==> src/rtl/adc_seq_pkg.sv <==
package adc_seq_pkg;

  localparam int CTRL_W = 8;   // command byte length in serial clocks
  localparam int CHAN_W = 3;   // channel field width inside the command byte
  localparam int PD_W   = 2;   // power mode field width

  typedef enum logic [1:0] {
    ST_IDLE,   // serial clock parked or parking low
    ST_CTRL,   // shifting the command byte
    ST_WAIT,   // waiting for the busy drop
    ST_DATA    // shifting the result in
  } seq_state_t;

  // Command byte: start | channel | 0 | single-ended | power mode
  function automatic logic [CTRL_W-1:0] build_ctrl(input logic [CHAN_W-1:0] ch,
                                                   input logic               single,
                                                   input logic [PD_W-1:0]    pmode);
    return {1'b1, ch, 1'b0, single, pmode};
  endfunction

endpackage

==> src/rtl/adc_sclk_gen.sv <==
// Divides the system clock into the serial clock and flags the cycle
// before each edge so the frame logic can act in step with it.
module adc_sclk_gen #(
  parameter int HALF = 27
) (
  input  logic clk,
  input  logic rst,
  input  logic enable,    // allow new rising edges
  input  logic hold,      // keep the divider at zero while the clock is low
  output logic sclk,
  output logic rise_tick,
  output logic fall_tick
);

  localparam int DIV_W = (HALF > 1) ? $clog2(HALF) : 1;

  logic [DIV_W-1:0] div_q;
  logic             sclk_q;
  logic             tick;

  assign tick      = (div_q == DIV_W'(HALF - 1));
  assign rise_tick = tick && !sclk_q && enable;
  assign fall_tick = tick && sclk_q;
  assign sclk      = sclk_q;

  always_ff @(posedge clk) begin
    if (rst) begin
      div_q  <= '0;
      sclk_q <= 1'b0;
    end else begin
      if (hold && !sclk_q)
        div_q <= '0;
      else if (tick)
        div_q <= '0;
      else
        div_q <= div_q + DIV_W'(1);

      if (rise_tick)
        sclk_q <= 1'b1;
      else if (fall_tick)
        sclk_q <= 1'b0;
    end
  end

endmodule

==> src/rtl/adc_scan_table.sv <==
// Write-only configuration: channel list, list length, mode bits, busy limit.
module adc_scan_table
  import adc_seq_pkg::*;
#(
  parameter int SLOTS  = 8,
  parameter int CFG_AW = 4,
  parameter int CFG_DW = 16,
  parameter int TMO_W  = 8
) (
  input  logic                       clk,
  input  logic                       rst,
  input  logic                       we,
  input  logic [CFG_AW-1:0]          addr,
  input  logic [CFG_DW-1:0]          wdata,
  input  logic [$clog2(SLOTS)-1:0]   rd_idx,
  output logic [CHAN_W-1:0]          rd_ch,
  output logic [$clog2(SLOTS+1)-1:0] scan_len,
  output logic                       single,
  output logic [PD_W-1:0]            pmode,
  output logic [TMO_W-1:0]           wait_limit
);

  localparam int LEN_W     = $clog2(SLOTS + 1);
  localparam int LEN_ADDR  = SLOTS;
  localparam int MODE_ADDR = SLOTS + 1;
  localparam int TMO_ADDR  = SLOTS + 2;
  localparam int TMO_RST   = 8;

  logic [CHAN_W-1:0] slot_q [SLOTS];
  logic [LEN_W-1:0]  len_q;
  logic              single_q;
  logic [PD_W-1:0]   pmode_q;
  logic [TMO_W-1:0]  limit_q;

  for (genvar gi = 0; gi < SLOTS; gi++) begin : g_slot
    always_ff @(posedge clk) begin
      if (rst)
        slot_q[gi] <= CHAN_W'(gi);
      else if (we && addr == CFG_AW'(gi))
        slot_q[gi] <= wdata[CHAN_W-1:0];
    end
  end

  always_ff @(posedge clk) begin
    if (rst) begin
      len_q    <= LEN_W'(SLOTS);
      single_q <= 1'b1;
      pmode_q  <= '1;
      limit_q  <= TMO_W'(TMO_RST);
    end else if (we) begin
      if (addr == CFG_AW'(LEN_ADDR))
        len_q <= wdata[LEN_W-1:0];
      if (addr == CFG_AW'(MODE_ADDR)) begin
        single_q <= wdata[PD_W];
        pmode_q  <= wdata[PD_W-1:0];
      end
      if (addr == CFG_AW'(TMO_ADDR))
        limit_q <= wdata[TMO_W-1:0];
    end
  end

  // Clamp the length to 1..SLOTS
  always_comb begin
    if (len_q == '0)
      scan_len = LEN_W'(1);
    else if (len_q > LEN_W'(SLOTS))
      scan_len = LEN_W'(SLOTS);
    else
      scan_len = len_q;
  end

  assign rd_ch      = slot_q[rd_idx];
  assign single     = single_q;
  assign pmode      = pmode_q;
  assign wait_limit = limit_q;

endmodule

==> src/rtl/adc_frame_ctrl.sv <==
// Frame sequencing: command shift, busy wait, result shift, overlap of the
// next command with the result LSB, timeout and retry.
module adc_frame_ctrl
  import adc_seq_pkg::*;
#(
  parameter int SLOTS  = 8,
  parameter int DATA_W = 16,
  parameter int TMO_W  = 8
) (
  input  logic                       clk,
  input  logic                       rst,
  input  logic                       run,
  input  logic                       rise_tick,
  input  logic                       fall_tick,
  input  logic                       sclk_lvl,
  input  logic                       busy,
  input  logic                       dout,
  input  logic [CTRL_W-1:0]          ctrl_next,
  input  logic [$clog2(SLOTS+1)-1:0] scan_len,
  input  logic [TMO_W-1:0]           wait_limit,
  output logic [$clog2(SLOTS)-1:0]   idx,
  output logic                       sclk_en,
  output logic                       hold,
  output logic                       din,
  output logic                       valid,
  output logic [DATA_W-1:0]          data,
  output logic [CHAN_W-1:0]          chan,
  output logic                       timeout
);

  localparam int IDX_W = $clog2(SLOTS);
  localparam int CNT_W = $clog2(DATA_W + 1);

  seq_state_t        state_q;
  logic [CTRL_W-1:0] tx_q;
  logic [CNT_W-1:0]  cnt_q;
  logic [TMO_W-1:0]  wait_q;
  logic              seen_q;
  logic [DATA_W-1:0] rx_q;
  logic [CTRL_W-1:0] cur_q;
  logic [CTRL_W-1:0] pend_q;
  logic              have_pend_q;
  logic              retry_q;
  logic [IDX_W-1:0]  idx_q;
  logic [IDX_W-1:0]  idx_nxt;
  logic              limit_hit;
  logic [CTRL_W-1:0] start_byte;

  assign idx_nxt   = (int'(idx_q) + 1 >= int'(scan_len)) ? '0 : idx_q + IDX_W'(1);
  assign limit_hit = ({1'b0, wait_q} + {{TMO_W{1'b0}}, 1'b1}) >= {1'b0, wait_limit};
  assign start_byte = retry_q ? cur_q : ctrl_next;

  assign idx     = idx_q;
  assign sclk_en = (state_q != ST_IDLE);
  assign hold    = (state_q == ST_IDLE);

  always_ff @(posedge clk) begin
    if (rst) begin
      state_q     <= ST_IDLE;
      tx_q        <= '0;
      cnt_q       <= '0;
      wait_q      <= '0;
      seen_q      <= 1'b0;
      rx_q        <= '0;
      cur_q       <= '0;
      pend_q      <= '0;
      have_pend_q <= 1'b0;
      retry_q     <= 1'b0;
      idx_q       <= '0;
      din         <= 1'b0;
      valid       <= 1'b0;
      data        <= '0;
      chan        <= '0;
      timeout     <= 1'b0;
    end else begin
      valid   <= 1'b0;
      timeout <= 1'b0;
      unique case (state_q)
        ST_IDLE: begin
          // start only once the clock is parked low
          if (run && !sclk_lvl) begin
            cur_q   <= start_byte;
            din     <= start_byte[CTRL_W-1];
            tx_q    <= {start_byte[CTRL_W-2:0], 1'b0};
            if (!retry_q)
              idx_q <= idx_nxt;
            retry_q <= 1'b0;
            cnt_q   <= '0;
            state_q <= ST_CTRL;
          end
        end

        ST_CTRL: begin
          if (rise_tick) begin
            cnt_q <= cnt_q + CNT_W'(1);
            if (cnt_q == CNT_W'(CTRL_W - 1)) begin
              state_q <= ST_WAIT;
              wait_q  <= '0;
              seen_q  <= 1'b0;
            end
          end
          if (fall_tick) begin
            din  <= tx_q[CTRL_W-1];
            tx_q <= {tx_q[CTRL_W-2:0], 1'b0};
          end
        end

        ST_WAIT: begin
          if (fall_tick)
            din <= 1'b0;
          if (rise_tick) begin
            if (seen_q && !busy) begin
              rx_q    <= {rx_q[DATA_W-2:0], dout};
              cnt_q   <= CNT_W'(1);
              state_q <= ST_DATA;
            end else begin
              if (busy)
                seen_q <= 1'b1;
              if (limit_hit) begin
                timeout <= 1'b1;
                retry_q <= 1'b1;
                state_q <= ST_IDLE;
              end else begin
                wait_q <= wait_q + TMO_W'(1);
              end
            end
          end
        end

        ST_DATA: begin
          if (rise_tick) begin
            rx_q  <= {rx_q[DATA_W-2:0], dout};
            cnt_q <= cnt_q + CNT_W'(1);
            if (cnt_q == CNT_W'(DATA_W - 1)) begin
              valid <= 1'b1;
              data  <= {rx_q[DATA_W-2:0], dout};
              chan  <= cur_q[CTRL_W-2 -: CHAN_W];
              if (have_pend_q) begin
                // LSB edge also clocked in the next start bit
                cur_q       <= pend_q;
                have_pend_q <= 1'b0;
                cnt_q       <= CNT_W'(1);
                state_q     <= ST_CTRL;
              end else begin
                state_q <= ST_IDLE;
              end
            end
          end
          if (fall_tick) begin
            if (cnt_q == CNT_W'(DATA_W - 1) && run) begin
              pend_q      <= ctrl_next;
              have_pend_q <= 1'b1;
              idx_q       <= idx_nxt;
              din         <= ctrl_next[CTRL_W-1];
              tx_q        <= {ctrl_next[CTRL_W-2:0], 1'b0};
            end else begin
              din <= 1'b0;
            end
          end
        end

        default: state_q <= ST_IDLE;
      endcase
    end
  end

endmodule

==> src/rtl/adc_scan_sequencer.sv <==
module adc_scan_sequencer
  import adc_seq_pkg::*;
#(
  parameter int SCLK_HALF = 27,
  parameter int SLOTS     = 8,
  parameter int DATA_W    = 16,
  parameter int CFG_AW    = 4,
  parameter int CFG_DW    = 16,
  parameter int TMO_W     = 8
) (
  input  logic              clk,
  input  logic              rst,
  input  logic              run,
  input  logic              cfg_we,
  input  logic [CFG_AW-1:0] cfg_addr,
  input  logic [CFG_DW-1:0] cfg_wdata,
  output logic              adc_sclk,
  output logic              adc_din,
  input  logic              adc_dout,
  input  logic              adc_busy,
  output logic              sample_valid,
  output logic [DATA_W-1:0] sample_data,
  output logic [CHAN_W-1:0] sample_chan,
  output logic              timeout
);

  localparam int IDX_W = $clog2(SLOTS);
  localparam int LEN_W = $clog2(SLOTS + 1);

  logic              rise_tick;
  logic              fall_tick;
  logic              sclk_en;
  logic              hold;
  logic [IDX_W-1:0]  idx;
  logic [CHAN_W-1:0] rd_ch;
  logic [LEN_W-1:0]  scan_len;
  logic              single;
  logic [PD_W-1:0]   pmode;
  logic [TMO_W-1:0]  wait_limit;
  logic [CTRL_W-1:0] ctrl_next;

  assign ctrl_next = build_ctrl(rd_ch, single, pmode);

  adc_sclk_gen #(
    .HALF (SCLK_HALF)
  ) u_sclk (
    .clk       (clk),
    .rst       (rst),
    .enable    (sclk_en),
    .hold      (hold),
    .sclk      (adc_sclk),
    .rise_tick (rise_tick),
    .fall_tick (fall_tick)
  );

  adc_scan_table #(
    .SLOTS  (SLOTS),
    .CFG_AW (CFG_AW),
    .CFG_DW (CFG_DW),
    .TMO_W  (TMO_W)
  ) u_table (
    .clk        (clk),
    .rst        (rst),
    .we         (cfg_we),
    .addr       (cfg_addr),
    .wdata      (cfg_wdata),
    .rd_idx     (idx),
    .rd_ch      (rd_ch),
    .scan_len   (scan_len),
    .single     (single),
    .pmode      (pmode),
    .wait_limit (wait_limit)
  );

  adc_frame_ctrl #(
    .SLOTS  (SLOTS),
    .DATA_W (DATA_W),
    .TMO_W  (TMO_W)
  ) u_frame (
    .clk        (clk),
    .rst        (rst),
    .run        (run),
    .rise_tick  (rise_tick),
    .fall_tick  (fall_tick),
    .sclk_lvl   (adc_sclk),
    .busy       (adc_busy),
    .dout       (adc_dout),
    .ctrl_next  (ctrl_next),
    .scan_len   (scan_len),
    .wait_limit (wait_limit),
    .idx        (idx),
    .sclk_en    (sclk_en),
    .hold       (hold),
    .din        (adc_din),
    .valid      (sample_valid),
    .data       (sample_data),
    .chan       (sample_chan),
    .timeout    (timeout)
  );

endmodule

==> config.mk <==
export PLATFORM = sky130hd
export DESIGN_NAME = adc_scan_sequencer
export DESIGN_NICKNAME = d
export VERILOG_FILES = /design/src/rtl/adc_seq_pkg.sv /design/src/rtl/adc_sclk_gen.sv /design/src/rtl/adc_scan_table.sv /design/src/rtl/adc_frame_ctrl.sv /design/src/rtl/adc_scan_sequencer.sv
export SDC_FILE = /design/constraint.sdc
export NUM_CORES = 1
export LEC_CHECK = 0
export BUFFER_PORTS_ARGS = -buffer_cell sky130_fd_sc_hd__buf_2
export CORE_ASPECT_RATIO = 0.5
export CORE_MARGIN = 4
export CORE_UTILIZATION = 34
export DETAILED_ROUTE_END_ITERATION = 12
export GPL_ROUTABILITY_DRIVEN = 0
export PLACE_DENSITY = 0.47
export RECOVER_POWER = 25
export REMOVE_ABC_BUFFERS = 1
export SYNTH_ARGS = -nofsm -noshare
export SYNTH_HDL_FRONTEND = slang
export SYNTH_HIERARCHICAL = 1
export SYNTH_SLANG_ARGS = --single-unit
==> constraint.sdc <==
create_clock -name clk -period 8.1 [get_ports clk]
set_input_delay 0.405 -clock clk [delete_from_list [all_inputs] [get_ports clk]]
set_output_delay 0.405 -clock clk [all_outputs]
set_load 0.01 [all_outputs]
# Yosys cells after proc, flatten, opt, wreduce, memory -nomap -nowiden
# Memory sizes are Yosys's and may differ from the RTL's. A register that Yosys moved wholly into a read port is not among the register bits.
# Index checks and enable logic that the tools add are counted.
[word_totals]
memories = 1
inputBits = 26
output_inout_bits = 23
word_cells = 229
ramBits = 24
regBits = 102
[classes]
magnitude_cmp = 3
mux = 107
n_eq_ne = 34
n_addsub = 6
n_bitwise = 11
reduce_logical = 45
[memory_table]
columns = ["memory", "words", "width", "read_ports", "rd_clocked_by_memory_dff", "wr", "line", "text"]
rows = [
  ["u_table.slot_q", 8, 3, 1, 1, 8, "adc_scan_table.sv:29", "logic [CHAN_W-1:0] slot_q [SLOTS];"],
]
[ops]
columns = ["op", "n"]
rows = [
  ["$mux 8", 14],
  ["$mux 1", 48],
  ["$mux 15", 3],
  ["$mux 3", 15],
  ["$mux 5", 7],
  ["$ge 32x5->1", 1],
  ["$pmux 8 s2", 2],
  ["$pmux 15 s2", 1],
  ["$reduce_and 5->1", 5],
  ["$pmux 8 s3", 1],
  ["$ne 2x2->1 const B", 10],
  ["$pmux 5 s4", 1],
  ["$eq 4x3->1 const B", 4],
  ["$mux 2", 8],
  ["$logic_and 1x1->1", 15],
  ["$ne 2x1->1 const B", 7],
  ["$eq 4x4->1 const B", 3],
  ["$reduce_and 6->1", 2],
  ["$reduce_bool 2->1", 6],
  ["$add 5x1->5 const B", 2],
  ["$add 8x1->9 const B", 1],
  ["$ge 9x8->1", 1],
  ["$add 8x1->8 const B", 1],
  ["$eq 4x2->1 const B", 2],
  ["27 further kinds", 46],
]

# Depth between registers and ports, before layout
[depth]
depth_word = 10
mapped_depth = 12
mapped_depth_nobuf = 11

# By module
# The synthesis kept the hierarchy.
[by_module_without_submodules]
columns = ["module", "n_inst", "seq_area_each_um2", "cells_each", "area_each_um2"]
rows = [
  ["adc_frame_ctrl", 1, 1621.6, 482, 3977.6],
  ["adc_scan_table", 1, 1021.0, 159, 1814.2],
  ["adc_sclk_gen", 1, 120.1, 28, 281.5],
  ["adc_scan_sequencer", 1, 0.0, 2, 7.5],
]

# Least setup slack after synthesis
# OpenSTA, ideal clock, no wires.
[synth_timing]
path_kind = "flip-flop to flip-flop"
start = "register u_frame.wait_q[0]"
end = "register u_frame.wait_q[0]"
path_slack_ns = 5.101
setup_ns = 0.123
n_path_buf = 0
t_required_ns = 7.977
stages_incl_launch_ff = 12
period_less_slack_ns = 2.999
t_arrival_ns = 2.876
cell_sequence = "dfxtp_1 > ha_1 > nand3_1 > or2_2 > and2_1 > or2_2 > ha_1 > and3_1 > a221oi_1 > o31a_2 > a31oi_1 > mux2_1"
[synth_via]
elab_chain_len = 5
word_cells_on_any_way = 9
cone_classes = "2 x add/sub; 1 x order compare; 1 x eq/ne; 4 x mux; 1 x reduce/logical"
[synth_lines]
columns = ["item", "line", "text"]
rows = [
  ["from (decl)", "adc_frame_ctrl.sv:37", "logic [TMO_W-1:0] wait_q;"],
  ["from (signal assigned)", "adc_frame_ctrl.sv:124", "wait_q <= wait_q + TMO_W'(1);"],
  ["parallel branches: the longest is 5 deep, another holds $add 8x1->9", "--", ""],
]
# Several ways; the timed one is not identified. The select of a mux whose other input is x is not followed.
# A chain may end at the register's enable or synchronous reset.

# Worst setup path after layout
# Ends and elaborated chain as after synthesis.

==> results.md <==
STA:
- The slew at the pin closest to its max-slew limit is 1.04 ns.
- Setup repair after global routing left no endpoint under its margin.
- The number of failing hold endpoints at the final stage came to 0.
- Static timing analysis puts the maximum clock frequency at 0.283 GHz.
- The clock period could shrink to between 3 and 4 ns.
- The max-slew violation total from the final report is 0.
- The sum of negative setup slack is 0 ns.
- In the finished design, the share of the clock period the worst path needs comes to 43.6%.
- The worst setup skew after layout is just under 0.006 ns.
- The setup violation total in the final timing report is 0.
- The max-slew headroom at the worst pin is 30.5%.

Place:
- The number of buffer cells added on primary ports is 40.
- The placed standard-cell area is between 6000 and 7000 µm².
- The half-perimeter wire length after placement is 9.25 mm.
- After detailed placement, the design holds a cell count of about 900.

GRT:
- The first global-routing pass estimated about 23 mm of wire.
- The number of antenna violations at the first check in global routing came to 0.
- The pin count of the biggest net entering global routing is 73.
- The total global routing track utilization is 14.6%.
- The total overflow left after global routing is 0.
- The number of global-route vias before repair was 4,371.

Logic synthesis:
- The synthesized design contains 24 enable-type register cells.
- The post-synth design cell area is 6080 µm².
- The adder-cell share of the synthesized area is 3.91%.
- The fraction of registers with async set or reset after synthesis is 0%.
- The synthesis-stage register bit count is around 130.
- Sequential cells were found to cover a little under half of the synthesized design area.
- The post-synthesis cell type count is 60.
- The synthesized netlist devotes 13.3% of its cell area to compound gates.
- In the synthesized netlist, the number of instances is 671.
- The mean area per synthesized cell is 9.06 µm².
- The area share of and/or/nand/nor cells after synthesis is 22.5%.
- The most used flip-flop cell after synthesis is dfxtp_1.
- Multiplexer cells account for 9.53% of the synthesized area.
- During synthesis, Yosys emitted a total of 6 warnings.
- After Yosys synthesis, XOR and XNOR cells account for less than 1% of the synthesized area.
- After synthesis, the largest family of logic cells by area is simple AND/OR/NAND/NOR gates.

Die:
- The number of cell rows is 34.
- The total I/O pin count is a little under 50.
- After floorplanning, the core was sized to cover 17,400 µm².
- The initial core utilization is 34.9%.
- The die area is slightly above 20,000 µm².
- The die is 103 µm tall.
- The horizontal die dimension is 197 µm.

Detailed routing:
- The sum of routed wire length over all layers is 14.2 mm.
- The number of nets with antenna violations after routing is 0.
- The met2 routed wirelength is 6.05 mm.
- The first-pass detailed-route iteration total is 4.
- In the detailed route, the total length drawn on met3 is 572 µm.
- In the routed design, unresolved DRC markers number 0.
- The average routed wire per standard cell is 15.1 µm.
- The average vias per placed instance is 4.92.
- The number of DRC markers after the initial detailed-route iteration is 184.
- The highest metal layer carrying signal wires in the routed design is met4.
- The wire length on met1 is 7.47 mm.
- The number of vias after detailed routing is 4,650.

Finish:
- In the final layout, flip-flops and latches occupy approximately 2800 µm².
- At the end of the flow, the number of nets in the layout was 745.
- The library cell used most frequently in the layout, excluding fill and tap cells, is nand2_1.
- The core occupancy in the finished layout is 39.9%.
- The total non-filler cell area in the finished layout is 6970 µm².
- The share of cells above drive strength 1 is 12.6%.
- The library cells used most frequently in the layout, excluding fill and tap cells, are 114 x nand2_1, 102 x dfxtp_1, 69 x nor2_1, 56 x a21oi_1, 32 x mux2i_1.
- The area added between synthesis and finish is 14.6%.
- The post-layout instance count excluding filler cells is 946.
- The antenna diode count is 0.
- The number of filler instances in the final layout is 1,783.
- The area taken by multi-input logic gates is roughly 3000 µm².

Clock network:
- After clock tree synthesis, the clock-pin slew on the worst setup and hold paths is around 0.05 ns.
- Gates resized during post-CTS repair numbered 0.
- The master cell of the clock root buffer is clkbuf_16.
- The deepest clock path buffer count is 2.
- In this run, post-CTS hold repair placed 0 buffers.
- The count of H-tree levels built during CTS is 4.
- Clock latency on the worst-skew pair, taken at its later pin, is 0.41 ns.
- TritonCTS created 17 clock buffers.
- TritonCTS built the clock tree.
- The number of setup buffers added after CTS is 0.
- CTS saw around 130 sinks.

Flow run:
- The count of max-cap constraint violations is 0.

Power:
- The switching power is 398 µW.
- The power per unit of standard cell area is approximately 230 nW/µm².
- In this run, flip-flops and latches consume 43.5% of the power.
- The switching share of power is 25.2%.
- IR analysis of the VDD net gives a maximum drop of 0.000136 V.
- The internal power of the cells totals 1.18 mW.
- The clock power share is between 40% and 50%.
- Overall power consumption after layout is estimated at 1.58 mW.
- The combinational group share of total power is a little under an eighth.
- The static leakage is 2.65 nW.

Worst setup path:
- STA classifies the critical path startpoint as a register.
- Among all stages on the critical path, the largest delay is contributed by dfxtp_1.
- The critical path data arrival time is 3.82 ns.
- On the worst path, the slowest cell contributes a delay of 0.40 ns.
- STA classifies the critical path endpoint as a register.
- The signal on the critical path passes through ha_1 > nand3_1 > or2_2 > and2_1 > or2_2 > ha_1 > and3_1 > a221oi_1 > o31a_2 > a31oi_1 > mux2_1.
- Measured in cells, the most critical reg-to-reg path has a length of 11.
- STA puts the critical path data required time at 8.40 ns.
- In this run the worst path has a maximum fanout of 8.
- The critical path is of the reg2reg type.

Min path:
- The worst hold path belongs to the class in2reg.
- Counting instances, the worst hold path has a depth of 3.

Status:
- The flow ran to the end, and the final reports show no timing, DRC or antenna violations.
==> cell type report <==
type | instances | area share, %
multi-input cells | 490 | 44.1
flip-flops and latches | 126 | 39.7
clock buffers | 25 | 7.44
well taps | 234 | 4.20
repair buffers | 44 | 3.00
inverters | 21 | 1.13
clock inverters | 6 | 0.431
==> stage by stage <==
| stage | setup WS (ns) | hold WS [ns] |
|---|---|---|
| after floorplan | 5.10 | 0.426 |
| after global placement | 4.62 | 0.439 |
| after detailed placement | 4.64 | 0.445 |
| after CTS | 4.62 | 0.215 |
| after global routing | 4.37 | 0.242 |
| final | 4.57 | 0.237 |
==> layer usage <==
metal / global-route usage, % / up-vias
li1: - / 2382
met1: 20.7 / 2186
met2: 21.6 / 68
met3: 3.79 / 14
met4: 5.11 / 0
met5: 0 / -
==> power by group through the flow <==
stage          Sequential, mW  Clock [mW]  Combinational [mW]
6_report                0.686       0.710               0.182
5_1_grt                 0.690       0.757               0.202
4_1_cts                 0.686       0.731               0.183
3_5_place_dp            0.699           0               0.181
3_3_place_gp            0.699           0               0.182
2_1_floorplan           0.705           0               0.116
==> cell usage after synthesis (3+ instances only) <==
master | n | share of area, %
nand3b_1 | 6 | 0.74
inv_1 | 20 | 1.2
a211oi_1 | 17 | 2.1
nand2b_1 | 9 | 0.93
clkbuf_1 | 28 | 1.7
and2_1 | 11 | 1.1
nand2_1 | 114 | 7.0
nor2b_1 | 10 | 1.0
a21oi_1 | 56 | 4.6
nor3_1 | 5 | 0.41
a21o_1 | 5 | 0.62
or2_2 | 5 | 0.51
edfxtp_1 | 24 | 12
o21ai_0 | 16 | 1.3
nor2_1 | 69 | 4.3
or3_1 | 14 | 1.4
and3_1 | 10 | 1.0
a22o_1 | 6 | 0.86
nand3_1 | 15 | 1.2
buf_2 | 8 | 0.66
xnor2_1 | 3 | 0.43
xor2_1 | 3 | 0.43
mux2i_1 | 32 | 5.3
buf_6 | 3 | 0.56
mux2_2 | 10 | 1.9
a31oi_1 | 3 | 0.31
mux4_2 | 6 | 2.2
ha_1 | 19 | 3.9
dfxtp_1 | 102 | 34
==> path summary, 6_finish.rpt <==
| check | slack [ns] | endpoint | start |
|---|---|---|---|
| max | 4.57 | u_frame/wait_q[0] | u_frame/wait_q[0] |
| max reg2reg | 4.57 | u_frame/wait_q[0] | u_frame/wait_q[0] |
| min reg2reg | 0.45 | u_frame/chan[2] | u_frame/chan[2] |
| min | 0.24 | u_table/wait_limit[4] | cfg_wdata[4] |
==> worst max-delay path: cells and delay by family, from the launching register on <==
kind            cells  cell delay [ns]
fa+ha+maj           2             0.50
compound gates      3             0.96
simple gates        5             1.16
flops               1             0.40
mux                 1             0.39
==> flip-flops by register name (all words and copies together) (netlist names) <==
signal	flops
u_sclk/div_q	5
u_frame/state_q	2
u_frame/have_pend_q	1
u_sclk/sclk	1
u_frame/valid	1
u_frame/idx	3
u_table/len_q	4
u_frame/cur_q	8
u_table/pmode	2
u_frame/cnt_q	5
u_frame/din	1
u_frame/tx_q	7
u_table/wait_limit	8
u_frame/data	16
u_frame/pend_q	8
u_frame/rx_q	15
u_table/single	1
u_frame/timeout	1
u_frame/seen_q	1
u_frame/retry_q	1
u_frame/wait_q	8
u_frame/chan	3
u_table/slot_q	24
==> cells by family (layout without fill, tap and decap cells) <==
logic type                 after synthesis  after routing
adders and majority gates               19             19
DFF                                    126            126
and+or+nand+nor                        283            283
xor gates and xnor gates                 6              6
other                                    2              8
muxes                                   49             49
AOI/OAI and AO/OA                      125            125
buffers and inverters                   61             96
(Power assumes the default switching activity.)
